File: config.mk
export PLATFORM = sky130hd
export DESIGN_NAME = pd_freeze_ctrl
export DESIGN_NICKNAME = d
export VERILOG_FILES = /design/src/rtl/pd_pkg.sv /design/src/rtl/pd_sync.sv /design/src/rtl/pd_fsm.sv /design/src/rtl/pd_hold.sv /design/src/rtl/pd_freeze_ctrl.sv
export SDC_FILE = /design/constraint.sdc
export NUM_CORES = 1
export LEC_CHECK = 0
export CORE_UTILIZATION = 42
export DETAILED_ROUTE_END_ITERATION = 8
export PLACE_DENSITY = 0.82
export SYNTH_ARGS = -nofsm -noshare
export SYNTH_HDL_FRONTEND = slang
export SYNTH_SLANG_ARGS = --single-unit
File: constraint.sdc
create_clock -name clk -period 2.2 [get_ports clk]
set_input_delay 0.44 -clock clk [delete_from_list [all_inputs] [get_ports clk]]
set_output_delay 0.44 -clock clk [all_outputs]
set_load 0.01 [all_outputs]
File: src/rtl/pd_pkg.sv
package pd_pkg;
  typedef enum logic [1:0] {
    ST_RUN     = 2'd0,
    ST_FROZEN  = 2'd1,
    ST_RECOVER = 2'd2
  } pd_state_e;
endpackage

File: src/rtl/pd_sync.sv
module pd_sync (
  input  logic clk,
  input  logic rst_n,
  input  logic async_i,
  output logic sync_o
);
  logic meta_q, sync_q;

  always_ff @(posedge clk or negedge rst_n) begin
    if (!rst_n) begin
      meta_q <= 1'b0;
      sync_q <= 1'b0;
    end else begin
      meta_q <= async_i;
      sync_q <= meta_q;
    end
  end

  assign sync_o = sync_q;
endmodule

File: src/rtl/pd_fsm.sv
module pd_fsm
  import pd_pkg::*;
#(
  parameter int RECOVER_CYCLES = 50
) (
  input  logic clk,
  input  logic rst_n,
  input  logic en_i,
  input  logic pd_i,
  output logic freeze_o
);
  localparam int CNT_W = $clog2(RECOVER_CYCLES + 1);
  localparam logic [CNT_W-1:0] CNT_LOAD = CNT_W'(RECOVER_CYCLES - 1);

  pd_state_e state_q, state_d;
  logic [CNT_W-1:0] cnt_q, cnt_d;

  always_comb begin
    state_d = state_q;
    cnt_d   = cnt_q;
    if (!en_i) begin
      state_d = ST_RUN;
      cnt_d   = '0;
    end else begin
      unique case (state_q)
        ST_RUN:    if (pd_i) state_d = ST_FROZEN;
        ST_FROZEN: if (!pd_i) begin
          state_d = ST_RECOVER;
          cnt_d   = CNT_LOAD;
        end
        ST_RECOVER: begin
          if (pd_i) begin
            state_d = ST_FROZEN;
            cnt_d   = '0;
          end else if (cnt_q == '0) begin
            state_d = ST_RUN;
          end else begin
            cnt_d = cnt_q - 1'b1;
          end
        end
        default: state_d = ST_RUN;
      endcase
    end
  end

  always_ff @(posedge clk or negedge rst_n) begin
    if (!rst_n) begin
      state_q <= ST_RUN;
      cnt_q   <= '0;
    end else begin
      state_q <= state_d;
      cnt_q   <= cnt_d;
    end
  end

  assign freeze_o = (state_q != ST_RUN);


  reassert_refreeze_chk: assert property (@(posedge clk) disable iff (!rst_n)
    (state_q == ST_RECOVER && pd_i && en_i) |=> (state_q == ST_FROZEN));


  disable_forces_run_chk: assert property (@(posedge clk) disable iff (!rst_n)
    !en_i |=> (state_q == ST_RUN));


  cnt_range_chk: assert property (@(posedge clk) disable iff (!rst_n)
    cnt_q <= CNT_LOAD);


  no_spurious_freeze_chk: assert property (@(posedge clk) disable iff (!rst_n)
    (state_q == ST_RUN && !pd_i) |=> (state_q == ST_RUN));
endmodule

File: src/rtl/pd_hold.sv
module pd_hold #(
  parameter int W = 8
) (
  input  logic         clk,
  input  logic         rst_n,
  input  logic         freeze_i,
  input  logic [W-1:0] live_i,
  output logic [W-1:0] out_o
);
  logic [W-1:0] hold_q;

  always_ff @(posedge clk or negedge rst_n) begin
    if (!rst_n)         hold_q <= '0;
    else if (!freeze_i) hold_q <= live_i;
  end

  assign out_o = freeze_i ? hold_q : live_i;


  held_stable_chk: assert property (@(posedge clk) disable iff (!rst_n)
    freeze_i |=> (!freeze_i || $stable(out_o)));
endmodule

File: src/rtl/pd_freeze_ctrl.sv
module pd_freeze_ctrl #(
  parameter int OUT_W          = 16,
  parameter int IN_W           = 16,
  parameter int RECOVER_CYCLES = 50
) (
  input  logic             clk,
  input  logic             rst_n,
  input  logic             cfg_pd_en,
  input  logic             pd_pin,
  input  logic [OUT_W-1:0] core_out_data,
  input  logic [OUT_W-1:0] core_out_oe,
  output logic [OUT_W-1:0] pin_out_data,
  output logic [OUT_W-1:0] pin_out_oe,
  input  logic [IN_W-1:0]  pin_in,
  output logic [IN_W-1:0]  core_in,
  output logic             core_clk_en,
  output logic             core_pd_in
);
  logic pd_s;
  logic freeze;

  pd_sync u_sync (
    .clk    (clk),
    .rst_n  (rst_n),
    .async_i(pd_pin),
    .sync_o (pd_s)
  );

  pd_fsm #(.RECOVER_CYCLES(RECOVER_CYCLES)) u_fsm (
    .clk     (clk),
    .rst_n   (rst_n),
    .en_i    (cfg_pd_en),
    .pd_i    (pd_s),
    .freeze_o(freeze)
  );

  pd_hold #(.W(OUT_W)) u_hold_data (
    .clk(clk), .rst_n(rst_n), .freeze_i(freeze),
    .live_i(core_out_data), .out_o(pin_out_data)
  );

  pd_hold #(.W(OUT_W)) u_hold_oe (
    .clk(clk), .rst_n(rst_n), .freeze_i(freeze),
    .live_i(core_out_oe), .out_o(pin_out_oe)
  );

  pd_hold #(.W(IN_W)) u_hold_in (
    .clk(clk), .rst_n(rst_n), .freeze_i(freeze),
    .live_i(pin_in), .out_o(core_in)
  );

  assign core_clk_en = ~freeze;
  assign core_pd_in  = cfg_pd_en ? 1'b0 : pd_s;


  clk_en_released_chk: assert property (@(posedge clk) disable iff (!rst_n)
    core_clk_en |-> (pin_out_data == core_out_data && core_in == pin_in));


  pd_not_logic_chk: assert property (@(posedge clk) disable iff (!rst_n)
    cfg_pd_en |-> !core_pd_in);
endmodule

==> results.cfg <==
[sta]
clock.fmax_mhz = 449
skew_ns = 0.00472
fin_crit_ns = 2.22
hold_violations = 0
relSlewSlack = 0.740
layout_setup_ws_ns = -0.0247
finalMaxSlewViolations = 0
final.setup.tns_ns = -0.0466
tightest_slew_ns = 0.387
setup_viol = 5
finalCritPeriodShare = 1.01
hold_slack_ns = 0.0933
rsz0062_at_grt = true

[critical_path]
crit_fanout = 7
arrival_ns = 1.78
worstPathRequired_ns = 1.76
cp-end-kind = primary output
critPathLaunchType = flop
r2r-start = u_fsm.cnt_q[1]$_DFFE_PN0P_
path_class = reg2out
startpoint = u_fsm.state_q[0]$_DFFE_PN0P_

[pwr]
ir_worst_vdd_mv = 0.648
total_power_mw = 2.79
power_leakage_nw = 1.79
powerDensity_nw_per_um2 = 727

[drt]
dr.pass1.iters = 4
met3WireLength_um = 521
top_layer = met4
wl_met2_mm = 2.93
via_per_inst = 4.93
drt_iter0_drc = 105
ant_nets = 0
wl_met1_mm = 2.54
wl_mm = 6.10
num_vias = 1784
wl_per_cell_um = 16.8
route.detailed.drc = 0

[die]
die_h_um = 76.3
core-area_um2 = 5200
io-pin-count = 102
dieArea_um2 = 5810
start_util = 0.445
die_w_um = 76.3
rows = 26

[placed_design]
place_inst = 329
post-place-ws_ns = 0.0631
numPortBuffers = 101
gp_congestion = 0.873
dpl_cell_area_um2 = 3460
place_hpwl_mm = 3.59

[layout]
fin_util = 0.738
layout_common_cells = dfrtp_1 (56), clkdlybuf4s50_1 (51), mux2_2 (27), buf_6 (24), mux2_4 (21)
instances_no_fill = 362
finish.instance_area_um2 = 3840
drive_gt1_frac = 0.486
layout-area-overhead-vs-synth_pct = 65.7
final_common_cell = dfrtp_1
antennaDiodeCount = 0
nets = 341

[clock_network]
cts_hold_buf = 0
insertion_delay_ns = 0.33
cts_sinks = 58
cts.path.max_buffers = 2
cts_made_buffers = 9
cts_tree = yes
htreeDepth = 3
clockRootBuffer = clkbuf_8
clk_transition_reported_paths_ns = 0.06

[grt]
grt_max_degree = 59
antenna_found_initial = 0
grt_first_pass_wirelength_mm = 9.65
grt_remaining_overflow = 0
grt_pass1_vias = 1927
grt_usage = 0.224

[status]
violations = negative setup slack
outcome = finished with violations

[synthesis]
yosys_warnings = 0
synth_nets = 213
ys.flop_type = dfrtp_1
syn_area_um2 = 2320
synth-edff-count = 0
synth_cells = 159
ys_ff_latch = 58
ys_seq_area_frac = 0.627
ys_async_sr_fraction = 1.00
synthDistinctLibCells = 28
synth_area_per_cell_um2 = 14.6

[flow_run]
drv_cap = 0

[worst_hold_path]
hold_class = in2async
==> worst max-delay path, stage by stage, from the launching register on <==
cell and delay [ns]:
dfrtp_2 0.42, nor2_4 0.14, buf_6 0.12, buf_6 0.12, buf_12 0.13, mux2_2 0.35, buf_2 0.15
==> cell usage after synthesis (2+ instances only) <==
| master | number | area (um2) |
|---|---|---|
| nor2_1 | 6 | 22.5 |
| mux2_2 | 48 | 541 |
| nand2_1 | 5 | 18.8 |
| ha_1 | 2 | 25.0 |
| nor4_1 | 2 | 12.5 |
| dfrtp_1 | 58 | 1450 |
| o21ai_0 | 5 | 25.0 |
| nand2b_1 | 2 | 12.5 |
| inv_1 | 3 | 11.3 |
| a21oi_1 | 4 | 20.0 |
| nor2b_1 | 2 | 12.5 |
| buf_2 | 6 | 30.0 |
==> worst paths after layout <==
check	endpoint	slack, ns	depth (start not counted)
setup reg to reg	u_fsm.cnt_q[4]$_DFFE_PN0P_	0.42	5
min in group clk	u_sync.sync_o$_DFF_PN0_	0.39	0
setup / recovery	pin_out_oe[1]	-0.02	6
hold / removal	u_sync.sync_o$_DFF_PN0_	0.09	2
hold reg to reg	u_sync.sync_o$_DFF_PN0_	0.39	0
max in group asynchronous	u_fsm.state_q[0]$_DFFE_PN0P_	1.84	2
==> what timing repair did <==
action                     in CTS  in global routing
setup buffers                   5                  8
setup endpoints to repair      48                 38
gates cloned                    4                  0
pin swaps                       1                  1
gates resized for setup       197                 37
==> logic make-up after synthesis <==
group | share of synthesized area
DFF | 0.627
muxes | 0.238
and+or+nand+nor | 0.0567
AOI/OAI and AO/OA | 0.0503
buffers and inverters | 0.0178
adders and majority gates | 0.0108
==> layer usage <==
metal  GRT usage  up-vias
li1            -      819
met1       0.263      869
met2       0.336       87
met3       0.103        9
met4       0.135        0
met5           0        -
==> flip-flops by register name, summed over array words and instances (netlist names) <==
| signal | flops |
|---|---|
| u_sync.meta_q | 1 |
| u_hold_data.hold_q | 16 |
| u_sync.sync_o | 1 |
| u_fsm.state_q | 2 |
| u_hold_in.hold_q | 16 |
| u_hold_oe.hold_q | 16 |
| u_fsm.cnt_q | 6 |
==> final cells by class <==
class	count	area (um2)
Clock buffer	10	128
Clock inverter	6	57.6
Fill cell	364	1370
Inverter	3	11.3
Multi-Input combinational cell	92	910
Sequential cell	58	1450
Tap cell	70	87.6
Timing Repair Buffer	123	1190
==> where the power goes <==
part / switching [mW] / total (mW) / internal (mW)
logic: 0.262 / 0.654 / 0.392
registers: 0.0345 / 1.20 / 1.17
clock network: 0.423 / 0.937 / 0.515
(Power assumes the default switching activity.)
